--- src/rtl/ts_remap_pkg.sv ---
package ts_remap_pkg;

    typedef enum logic [1:0] {
        ST_COLLECT,
        ST_EMIT,
        ST_PASS,
        ST_DROP
    } ts_state_e;

    localparam logic [7:0] TS_SYNC    = 8'h47;
    localparam int         HDR_BYTES  = 6;
    localparam int         DECIDE_POS = 2;

    // match table entries, lowest index wins
    localparam int SEL_PAT = 0;
    localparam int SEL_VID = 1;
    localparam int SEL_AUD = 2;
    localparam int SEL_PCR = 3;
    localparam int SEL_N   = 4;

    // header bit positions
    localparam int AF_PRESENT_BIT = 5;
    localparam int PCR_FLAG_BIT   = 4;

endpackage

--- src/rtl/ts_pos_counter.sv ---
module ts_pos_counter #(
    parameter int PKT_LEN = 188,
    localparam int POS_W  = $clog2(PKT_LEN)
) (
    input  logic             clk,
    input  logic             rst_n,
    input  logic             step,
    output logic [POS_W-1:0] pos,
    output logic             at_last
);

    assign at_last = (pos == POS_W'(PKT_LEN - 1));

    always_ff @(posedge clk) begin
        if (!rst_n) begin
            pos <= '0;
        end else if (step) begin
            pos <= at_last ? '0 : pos + 1'b1;
        end
    end

endmodule

--- src/rtl/ts_pid_match.sv ---
module ts_pid_match #(
    parameter int PID_W = 13,
    parameter int N     = 4
) (
    input  logic [PID_W-1:0]        pid,
    input  logic [N-1:0][PID_W-1:0] sel_pid,
    input  logic [N-1:0][PID_W-1:0] sel_map,
    output logic [N-1:0]            sel_eq,
    output logic                    hit,
    output logic [PID_W-1:0]        new_pid
);

    for (genvar g = 0; g < N; g++) begin : g_cmp
        assign sel_eq[g] = (pid == sel_pid[g]);
    end

    always_comb begin
        hit     = 1'b0;
        new_pid = '0;
        for (int i = N - 1; i >= 0; i--) begin
            if (sel_eq[i]) begin
                hit     = 1'b1;
                new_pid = sel_map[i];
            end
        end
    end

endmodule

--- src/rtl/ts_pid_remap.sv ---
module ts_pid_remap
    import ts_remap_pkg::*;
#(
    parameter int PKT_LEN = 188,
    parameter int PID_W   = 13
) (
    input  logic             clk,
    input  logic             rst_n,
    input  logic [PID_W-1:0] cfg_vid_pid,
    input  logic [PID_W-1:0] cfg_aud_pid,
    input  logic [PID_W-1:0] cfg_pcr_pid,
    input  logic [PID_W-1:0] cfg_pat_map,
    input  logic [PID_W-1:0] cfg_vid_map,
    input  logic [PID_W-1:0] cfg_aud_map,
    input  logic [PID_W-1:0] cfg_pcr_map,
    input  logic [7:0]       in_data,
    input  logic             in_valid,
    input  logic             in_sop,
    output logic             in_ready,
    output logic [7:0]       out_data,
    output logic             out_valid,
    output logic             out_sop,
    output logic             out_pcr,
    input  logic             out_ready,
    output logic             sync_err
);

    localparam int POS_W    = $clog2(PKT_LEN);
    localparam int PID_HI_W = PID_W - 8;
    localparam int EIDX_W   = $clog2(HDR_BYTES);

    ts_state_e state, state_nx;

    logic [POS_W-1:0]  pos;
    logic              at_last;
    logic              acc;
    logic              hunting;
    logic              step;
    logic [7:0]        hdr_q [HDR_BYTES];
    logic [EIDX_W-1:0] emit_idx;
    logic [PID_W-1:0]  new_pid_q;
    logic              pcr_pid_q;
    logic              pcr_mark_q;
    logic              sync_err_q;
    logic [7:0]        emit_byte;

    logic [PID_W-1:0]              pid_cur;
    logic [SEL_N-1:0][PID_W-1:0]   sel_pid;
    logic [SEL_N-1:0][PID_W-1:0]   sel_map;
    logic [SEL_N-1:0]              sel_eq;
    logic                          pid_hit;
    logic [PID_W-1:0]              match_pid;

    logic in_collect;
    logic at_decide;
    logic at_hdr_end;
    logic keep_now;

    // handshake
    assign acc     = in_valid && in_ready;
    assign hunting = (state == ST_COLLECT) && (pos == '0) && !in_sop;
    assign step    = acc && !hunting;

    ts_pos_counter #(.PKT_LEN(PKT_LEN)) u_pos (
        .clk     (clk),
        .rst_n   (rst_n),
        .step    (step),
        .pos     (pos),
        .at_last (at_last)
    );

    // identifier lookup on the third header byte
    assign pid_cur = {hdr_q[1][PID_HI_W-1:0], in_data};
    assign sel_pid = {cfg_pcr_pid, cfg_aud_pid, cfg_vid_pid, {PID_W{1'b0}}};
    assign sel_map = {cfg_pcr_map, cfg_aud_map, cfg_vid_map, cfg_pat_map};

    ts_pid_match #(.PID_W(PID_W), .N(SEL_N)) u_match (
        .pid     (pid_cur),
        .sel_pid (sel_pid),
        .sel_map (sel_map),
        .sel_eq  (sel_eq),
        .hit     (pid_hit),
        .new_pid (match_pid)
    );

    assign in_collect = (state == ST_COLLECT) && step;
    assign at_decide  = in_collect && (pos == POS_W'(DECIDE_POS));
    assign at_hdr_end = in_collect && (pos == POS_W'(HDR_BYTES - 1));
    assign keep_now   = (hdr_q[0] == TS_SYNC) && pid_hit;

    // state register
    always_ff @(posedge clk) begin
        if (!rst_n) begin
            state <= ST_COLLECT;
        end else begin
            state <= state_nx;
        end
    end

    // transitions
    always_comb begin
        state_nx = state;
        unique case (state)
            ST_COLLECT: begin
                if (at_decide && !keep_now) begin
                    state_nx = ST_DROP;
                end else if (at_hdr_end) begin
                    state_nx = ST_EMIT;
                end
            end
            ST_EMIT: begin
                if (out_ready && (emit_idx == EIDX_W'(HDR_BYTES - 1))) begin
                    state_nx = ST_PASS;
                end
            end
            ST_PASS: begin
                if (step && at_last) begin
                    state_nx = ST_COLLECT;
                end
            end
            ST_DROP: begin
                if (step && at_last) begin
                    state_nx = ST_COLLECT;
                end
            end
            default: state_nx = ST_COLLECT;
        endcase
    end

    // header buffer and per-packet decisions
    always_ff @(posedge clk) begin
        if (!rst_n) begin
            for (int i = 0; i < HDR_BYTES; i++) begin
                hdr_q[i] <= '0;
            end
            emit_idx   <= '0;
            new_pid_q  <= '0;
            pcr_pid_q  <= 1'b0;
            pcr_mark_q <= 1'b0;
            sync_err_q <= 1'b0;
        end else begin
            sync_err_q <= in_collect && (pos == '0) && (in_data != TS_SYNC);
            if (in_collect && (pos < POS_W'(HDR_BYTES))) begin
                hdr_q[pos[EIDX_W-1:0]] <= in_data;
            end
            if (at_decide) begin
                new_pid_q <= match_pid;
                pcr_pid_q <= sel_eq[SEL_PCR];
            end
            if (at_hdr_end) begin
                pcr_mark_q <= pcr_pid_q && hdr_q[3][AF_PRESENT_BIT]
                              && (hdr_q[4] != 8'h00) && in_data[PCR_FLAG_BIT];
            end
            if ((state == ST_EMIT) && out_ready) begin
                emit_idx <= (emit_idx == EIDX_W'(HDR_BYTES - 1)) ? '0 : emit_idx + 1'b1;
            end
        end
    end

    // buffered header byte with the identifier rewritten
    always_comb begin
        emit_byte = hdr_q[emit_idx];
        if (emit_idx == EIDX_W'(1)) begin
            emit_byte = {hdr_q[1][7:PID_HI_W], new_pid_q[PID_W-1:8]};
        end else if (emit_idx == EIDX_W'(DECIDE_POS)) begin
            emit_byte = new_pid_q[7:0];
        end
    end

    // outputs
    always_comb begin
        in_ready  = 1'b0;
        out_valid = 1'b0;
        out_data  = 8'h00;
        out_sop   = 1'b0;
        out_pcr   = 1'b0;
        unique case (state)
            ST_COLLECT: begin
                in_ready = 1'b1;
            end
            ST_EMIT: begin
                out_valid = 1'b1;
                out_data  = emit_byte;
                out_sop   = (emit_idx == '0);
                out_pcr   = pcr_mark_q;
            end
            ST_PASS: begin
                in_ready  = out_ready;
                out_valid = in_valid;
                out_data  = in_data;
                out_pcr   = pcr_mark_q;
            end
            ST_DROP: begin
                in_ready = 1'b1;
            end
            default: begin
                in_ready = 1'b0;
            end
        endcase
    end

    assign sync_err = sync_err_q;

endmodule

--- config.mk ---
export PLATFORM = sky130hd
export DESIGN_NAME = ts_pid_remap
export DESIGN_NICKNAME = d
export VERILOG_FILES = /design/src/rtl/ts_remap_pkg.sv /design/src/rtl/ts_pos_counter.sv /design/src/rtl/ts_pid_match.sv /design/src/rtl/ts_pid_remap.sv
export SDC_FILE = /design/constraint.sdc
export NUM_CORES = 1
export LEC_CHECK = 0
export BUFFER_PORTS_ARGS = -buffer_cell sky130_fd_sc_hd__clkbuf_2
export CAP_MARGIN = 0
export CORE_UTILIZATION = 50
export DETAILED_ROUTE_END_ITERATION = 16
export PLACE_DENSITY = 0.76
export SLEW_MARGIN = 25
export SYNTH_ARGS = -nofsm -noshare
export SYNTH_HDL_FRONTEND = slang
export SYNTH_SLANG_ARGS = --single-unit
--- constraint.sdc ---
create_clock -name clk -period 6.9 [get_ports clk]
set_clock_uncertainty 0.1 [all_clocks]
set_input_delay 2.07 -clock clk [delete_from_list [all_inputs] [get_ports clk]]
set_output_delay 2.07 -clock clk [all_outputs]
set_load 0.01 [all_outputs]
==> results.md, run 1 <==
Placed design
• **number of input and output port buffers inserted** 116
• **Cell Count Post-Placement** 766
• **HPWL after detailed placement** 10900 um
• **weighted congestion at the end of routability-driven global placement** 0.852

Global route
• **GRT Residual Overflow** 0
• **Global Route Usage Sum** 26.3%
• **global-route wire length before repair** 22400 um
• **number of global-route vias before repair** 4378
• **largest net degree at the start of global routing** 27
• **initial antenna violation count** 0

Final layout
• **Area growth syn-to-layout** 16.1%
• **most frequent cells in the layout** sky130_fd_sc_hd__clkbuf_2 (116), sky130_fd_sc_hd__edfxtp_1 (64), sky130_fd_sc_hd__nand2_1 (51)
• **# fillers** 879
• **number of nets at the end of the flow** 754
• **Antenna Cells** 0
• **non-filler instance count after layout** 782
• **most common cell after layout, fill and taps aside** sky130_fd_sc_hd__clkbuf_2
• **area taken by flip-flops and latches** 2560 um2
• **share of cells above drive strength 1** 25.1%
• **area used by multi-input combinational logic** 2660 um2

Yosys
• **Netlist cell types** 57
• **Post-Synth Adder-Cell Area** 2.07%
• **mux contribution to synthesized area** 8.47%
• **combinational family with the most area after synthesis** simple AND/OR/NAND/NOR gates
• **Mean Syn Cell Area** 10.2 um2
• **XOR/XNOR Fraction of Synth Area** 7.41%
• **synthesized-area fraction occupied by and/or/nand/nor cells** 17.6%
• **gate count of the mapped netlist** 532
• **post-synthesis register bit count** 96
• **synthesized area** 5430 um2
• **Syn. warnings** 0
• **most common flop cell mapped by yosys** sky130_fd_sc_hd__edfxtp_1
• **sequential element share of the synthesized area** 47.2%
• **number of enable-type register cells in the synthesized netlist** 64
• **Synth async-reset ratio** 0%
• **area fraction in compound gates after synthesis** 12.2%

CTS
• **maximum root-to-sink buffer count** 2
• **post_cts resized** 0
• **Inserted Clock Buffers** 9
• **htree depth** 3
• **clock tree root driver cell** sky130_fd_sc_hd__clkbuf_8
• **TritonCTS clock tree** built
• **Clock Sinks** 96
• **Post-CTS Repair Setup Buffers** 0
• **Skew-Pair Late Insertion Delay** 0.37 ns
• **Clock transition at path regs** 0.09 ns
• **CTS Hold Buffers Added** 0

Floorplanning
• **CORE AREA** 10400 um2
• **row cnt** 37
• **Top-Level Pins** 117
• **area of the die** 11300 um2
• **Die Y** 106 um
• **Horiz. Die Dim** 106 um
• **initial core utilization** 52.2%

Power
• **P per Cell Area** 235 nW/um2
• **leakage power** 0.00251 uW
• **combinational fraction of design power** 26.7%
• **power spent charging and discharging nets** 468 uW
• **portion of total power attributed to the clock network** 25.8%
• **sequential share of power** 47.4%
• **internal power** 1020 uW
• **maximum vdd drop** 0.106 mV
• **proportion of total power due to net switching** 31.6%

Setup path
• **list of cells traversed by the critical path** clkbuf_2 > nand2_1 > o21ai_0 > clkbuf_2
• **logic depth of the worst setup path including buffers** 4
• **CP Launch Point** in_data[6]
• **crit path capture type** primary output
• **dominant delay contributor by cell family on the critical path** buffers and inverters
• **Most common cell on crit path** sky130_fd_sc_hd__clkbuf_2
• **Critical Path AT** 2.74 ns
• **buffering stage count on the worst path with inverters included** 2
• **Slowest cell on crit path** sky130_fd_sc_hd__clkbuf_2
• **depth of the most critical reg-to-reg path** 8
• **capture point of the worst path** out_data[6]
• **worst reg2reg startpoint** state[0]
• **endpoint required time on the critical path** 4.73 ns
• **reg-to-reg setup timing slack** 3.49 ns
• **launching element type of the critical path** input pin
• **maximum fanout encountered on the critical timing path** 9
• **worst r2r dst** hdr_q[2][5]
• **CP Class** input pin to primary output
• **worst stage delay on the critical path** 0.26 ns

Hold path
• **worst hold path type** flop to flop
• **WHS Path Cells** 2

Detailed routing
• **Routed WL** 14100 um
• **WL per Instance** 18.1 um
• **Residual DRC** 0
• **First DRT Iteration DRCs** 337
• **Vias per Instance** 5.60
• **routed vias** 4377
• **Pre-antenna DRT Iters** 5
• **DRT antenna net count** 0

Timing
• **final count of hold timing violations** 0
• **Final Max Slew Viols** 0
• **maximum clock frequency** 204 MHz
• **RSZ-0062 raised after global routing** no
• **final critical path time including I/O delays and setup** 4.91 ns
• **transition time at the pin with the least slew margin** 0.957 ns
• **tightest slew margin relative to the limit** 35.7%
• **number of failing setup endpoints in the final timing report** 0
• **crit share post-route** 71.2%
• **Setup Total Neg Slack** 0 ns

Run status
• **outcome** finished, final reports clean

Flow run
• **# Max-Cap Violations** 0

-- worst min-delay path, cell delays in order, from the launching register on --
cell and delay (ns):
sky130_fd_sc_hd__dfxtp_1 0.32, sky130_fd_sc_hd__nand2_1 0.05, sky130_fd_sc_hd__a21oi_1 0.05
-- through the flow --
step / total power, uW / hold slack [ns] / setup WS [ns] / cell area (um2) / util (%)
3_5_place_dp: 1110 / 0.359 / 2.02 / 6100 / 58.6
4_1_cts: 1490 / 0.371 / 1.92 / 6310 / 60.6
2_1_floorplan: 983 / 0.327 / 2.31 / 5490 / -
6_report: 1480 / 0.375 / 1.99 / 6310 / 60.6
5_1_grt: 1550 / 0.393 / 1.87 / 6310 / 60.6
3_3_place_gp: 1100 / 0.358 / 2.04 / 6100 / 58.6
-- final cells by class --
| type | instances | area share (%) |
|---|---|---|
| repair buffers | 119 | 9.56 |
| flip-flops and latches | 96 | 40.6 |
| clock inverters | 5 | 1.01 |
| clock buffers | 11 | 2.24 |
| inverters | 29 | 1.73 |
| multi-input cells | 386 | 42.1 |
| well taps | 136 | 2.70 |
-- cell usage after synthesis (16+ instances only) --
cell type	n	area, um2
sky130_fd_sc_hd__a21oi_1	40	200
sky130_fd_sc_hd__and2_1	18	113
sky130_fd_sc_hd__buf_2	17	85.1
sky130_fd_sc_hd__dfxtp_1	32	641
sky130_fd_sc_hd__edfxtp_1	64	1920
sky130_fd_sc_hd__inv_1	28	105
sky130_fd_sc_hd__mux4_2	16	360
sky130_fd_sc_hd__nand2_1	51	191
sky130_fd_sc_hd__nor2_1	50	188
sky130_fd_sc_hd__o211ai_1	26	195
sky130_fd_sc_hd__o21ai_0	24	120
sky130_fd_sc_hd__xnor2_1	32	280
-- cells by family (layout without fill, tap and decap cells) --
group | count (synthesis) | count (layout)
xor+xnor | 46 | 46
simple gates | 180 | 180
buf+inv | 65 | 164
fa+ha+maj | 9 | 9
flops | 96 | 96
mux | 26 | 26
other cells | 1 | 16
compound gates | 109 | 109
-- per-layer routing --
metal  GRT usage (%)  part of all wire, %  vias to the layer above
li1                -                    -                     2108
met1            33.2                   40                     2002
met2            44.5                   48                      233
met3            6.07                  9.4                       34
met4            8.23                  2.4                        0
met5               0                    0                        -
-- worst min path at each step --
| stage | start | end | slack [ns] |
|---|---|---|---|
| global placement | pcr_mark_q | pcr_mark_q | 0.36 |
| detailed placement | pcr_mark_q | pcr_mark_q | 0.36 |
| floorplan | pcr_mark_q | pcr_mark_q | 0.33 |
| global route | pcr_mark_q | pcr_mark_q | 0.39 |
| CTS | pcr_pid_q | pcr_pid_q | 0.37 |
| finish | pcr_mark_q | pcr_mark_q | 0.38 |
-- flip-flops by register name, indices dropped and copies added, names as in the netlist, named ones only --
name / cells
hdr_q: 64
pcr_pid_q: 1
new_pid_q: 13
emit_idx: 3
sync_err: 1
state: 2
u_pos.pos: 8
pcr_mark_q: 1
-- power groups by stage --
stage | logic, uW | clock network (uW) | registers, uW
2_1_floorplan | 286 | 0 | 696
6_report | 397 | 383 | 704
4_1_cts | 396 | 386 | 704
3_3_place_gp | 382 | 0 | 713
5_1_grt | 434 | 409 | 710
3_5_place_dp | 393 | 0 | 716
No activity file was read; power rests on OpenSTA's default activity.
==> inputs of run 2 (changes only) <==
--- a/config.mk
+++ b/config.mk
@@ -5,11 +5,12 @@
 export SDC_FILE = /design/constraint.sdc
 export NUM_CORES = 1
 export LEC_CHECK = 0
+export ABC_AREA = 1
 export BUFFER_PORTS_ARGS = -buffer_cell sky130_fd_sc_hd__clkbuf_2
 export CAP_MARGIN = 0
 export CORE_UTILIZATION = 50
 export DETAILED_ROUTE_END_ITERATION = 16
-export PLACE_DENSITY = 0.76
+export PLACE_DENSITY = 0.78
 export SLEW_MARGIN = 25
 export SYNTH_ARGS = -nofsm -noshare
 export SYNTH_HDL_FRONTEND = slang
==> constraint.sdc (replaced) <==
create_clock -name clk -period 4.2 [get_ports clk]
set_clock_uncertainty 0.1 [all_clocks]
set_input_delay 1.26 -clock clk [delete_from_list [all_inputs] [get_ports clk]]
set_output_delay 1.26 -clock clk [all_outputs]
set_load 0.01 [all_outputs]
==> run 2 against run 1 <==
Via count grew 27%. Worst hold slack worse by 0.0069 ns. Final cell count rose by 30%. Routed wire length up 14%. Sequential cell count stayed put. Global-route usage rose by 1.3 points. Combinational power increased by 90%. Sequential power is 73% higher. Register-to-register slack lost 2.5 ns. Largest cell class unchanged. Clock power up 130%. Highest routed layer unchanged.
==> results.md, run 2 <==
Timing
• **final count of hold timing violations** 0
• **maximum clock frequency** 262 MHz
• **final critical path time including I/O delays and setup** 3.82 ns
• **RSZ-0062 raised after global routing** no
• **tightest slew margin relative to the limit** 35.5%
• **crit share post-route** 91.0%
• **number of failing setup endpoints in the final timing report** 0
• **transition time at the pin with the least slew margin** 0.968 ns
• **Setup Total Neg Slack** 0 ns
• **Final Max Slew Viols** 0

Global route
• **global-route wire length before repair** 25000 um
• **largest net degree at the start of global routing** 28
• **Global Route Usage Sum** 27.5%
• **GRT Residual Overflow** 0
• **initial antenna violation count** 0
• **number of global-route vias before repair** 4905

Final layout
• **share of cells above drive strength 1** 21.7%
• **largest register by flop count** hdr_q
• **most common cell after layout, fill and taps aside** sky130_fd_sc_hd__nand2_1
• **non-filler instance count after layout** 1018
• **Antenna Cells** 0
• **largest registers in the final layout** hdr_q: 64 flops, new_pid_q: 13 flops, u_pos.pos: 8 flops
• **fin util** 60.7%
• **Area growth syn-to-layout** 18.1%
• **Largest register FFs** 64
• **most frequent cells in the layout** sky130_fd_sc_hd__nand2_1 (141), sky130_fd_sc_hd__clkbuf_2 (116), sky130_fd_sc_hd__nor2_1 (81)
• **number of nets at the end of the flow** 983
• **total non-filler cell area in the finished layout** 6930 um2

Yosys
• **Mean Syn Cell Area** 7.86 um2
• **Synth async-reset ratio** 0%
• **post-synthesis register bit count** 96
• **sequential element share of the synthesized area** 43.7%
• **Netlist cell types** 44
• **Synth area leaders** sky130_fd_sc_hd__edfxtp_1 (33%), sky130_fd_sc_hd__dfxtp_1 (11%), sky130_fd_sc_hd__nand2_1 (9.0%)
• **Yosys top cell area share** 32.8%
• **number of enable-type register cells in the synthesized netlist** 64
• **Syn. warnings** 0
• **most common flop cell mapped by yosys** sky130_fd_sc_hd__edfxtp_1
• **commonest cells in the synthesized netlist** sky130_fd_sc_hd__nand2_1 (141), sky130_fd_sc_hd__nor2_1 (81), sky130_fd_sc_hd__inv_1 (79)
• **gate count of the mapped netlist** 747
• **synthesized area** 5870 um2
• **most instantiated library cell after synthesis** sky130_fd_sc_hd__nand2_1
• **leading area contributor after synthesis** sky130_fd_sc_hd__edfxtp_1

Floorplanning
• **area of the die** 12200 um2
• **Top-Level Pins** 117
• **Die Y** 110 um
• **initial core utilization** 51.4%
• **row cnt** 39
• **CORE AREA** 11400 um2
• **Horiz. Die Dim** 110 um

Setup path
• **buffering stage count on the worst path with inverters included** 3
• **crit path capture type** primary output
• **dominant delay contributor by cell family on the critical path** compound AO/OA/AOI/OAI gates
• **worst stage delay on the critical path** 0.41 ns
• **list of cells traversed by the critical path** inv_1 > buf_4 > o21ai_0 > o221ai_1 > nand2_1 > o21ai_0 > o21ai_0 > a21oi_1 > clkbuf_2
• **Slowest cell on crit path** sky130_fd_sc_hd__dfxtp_1
• **Critical Path AT** 2.46 ns
• **worst reg2reg startpoint** u_pos.pos[0]
• **maximum fanout encountered on the critical timing path** 22
• **launching element type of the critical path** flop
• **CP Class** flop to primary output
• **endpoint required time on the critical path** 2.84 ns
• **Most common cell on crit path** sky130_fd_sc_hd__o21ai_0

Power
• **power spent charging and discharging nets** 936 uW
• **proportion of total power due to net switching** 33.0%
• **P per Cell Area** 410 nW/um2
• **internal power** 1900 uW
• **portion of total power attributed to the clock network** 30.5%
• **combinational fraction of design power** 26.5%
• **post-layout total power** 2840 uW
• **sequential share of power** 43.0%
• **leakage power** 0.00313 uW
• **maximum vdd drop** 0.236 mV

CTS
• **Skew-Pair Late Insertion Delay** 0.34 ns
• **maximum root-to-sink buffer count** 2
• **Clock Sinks** 96
• **Post-CTS Repair Setup Buffers** 0
• **TritonCTS clock tree** built
• **CTS Hold Buffers Added** 0
• **Clock transition at path regs** 0.07 ns
• **htree depth** 3
• **post_cts resized** 0
• **Inserted Clock Buffers** 9
• **clock tree root driver cell** sky130_fd_sc_hd__clkbuf_16

Flow run
• **# Max-Cap Violations** 0

Detailed routing
• **WL met1** 6760 um
• **WL per Instance** 15.8 um
• **met3 wirelength from detailed routing** 1330 um
• **highest metal layer used by the detailed router** met4
• **Pre-antenna DRT Iters** 6
• **Residual DRC** 0
• **Routed WL** 16100 um
• **First DRT Iteration DRCs** 645
• **DRT antenna net count** 0
• **wire length on met2** 7740 um
• **Vias per Instance** 5.47
• **routed vias** 5567

Placed design
• **number of input and output port buffers inserted** 116
• **Cell Count Post-Placement** 1002
• **HPWL after detailed placement** 12300 um
• **placed cell area** 6620 um2
• **weighted congestion at the end of routability-driven global placement** 0.921

Run status
• **outcome** finished, final reports clean

Hold path
• **worst hold path type** flop to flop
• **Hold Path Origin** u_pos.pos[7]

-- run 2: cell count changes in the layout (fill, tap and decap cells not counted), sizes merged, moves of 20 or more --
cell,delta
xnor2,-22
nand2,+99
o21ai,+41
a21oi,+20
nor2,+51
nand3,+54
inv,+57
-- run 2: power by group through the flow --
| stage | sequential, uW | clock [uW] | combinational, uW |
|---|---|---|---|
| detailed placement | 1240 | 0 | 740 |
| CTS | 1220 | 865 | 746 |
| floorplan | 1200 | 0 | 540 |
| finish | 1220 | 866 | 753 |
| global route | 1230 | 906 | 832 |
| global placement | 1240 | 0 | 733 |
-- run 2: logic make-up (layout without fill, tap and decap cells) --
family          count (synthesis)  count (layout)  share of synthesized area, %
compound gates                160             160                          15.4
xor+xnor                       12              12                          1.79
fa+ha+maj                       9               9                          1.92
buf+inv                       119             232                          8.27
flops                          96              96                          43.7
other cells                     1              16                        0.0639
simple gates                  350             350                          28.9
-- run 2: worst paths after layout --
kind | endpoint | depth (start not counted) | slack, ns
max | out_data[3] | 9 | 0.38
min | u_pos.pos[7] | 1 | 0.37
max reg2reg | hdr_q[5][0] | 11 | 1.00
min reg2reg | u_pos.pos[7] | 1 | 0.37
-- run 2: area by class of cell --
class / instances / area [um2]
inverter: 88 / 330
tap: 143 / 179
clock buffer: 9 / 225
timing repair buffer: 128 / 671
fill: 1066 / 4490
clock inverter: 7 / 85.1
sequential: 96 / 2560
multi-input combinational: 547 / 2880
-- run 2: per-stage QoR --
stage	setup slack, ns	hold WS [ns]
2_1_floorplan	0.686	0.327
3_3_place_gp	0.621	0.346
3_5_place_dp	0.524	0.359
4_1_cts	0.435	0.369
5_1_grt	0.214	0.401
6_report	0.377	0.368
-- run 2: routing by layer --
metal  track usage (%)  up-vias
li1                  -     2758
met1              38.0     2517
met2              44.3      274
met3              4.23       18
met4              8.65        0
met5                 0        -
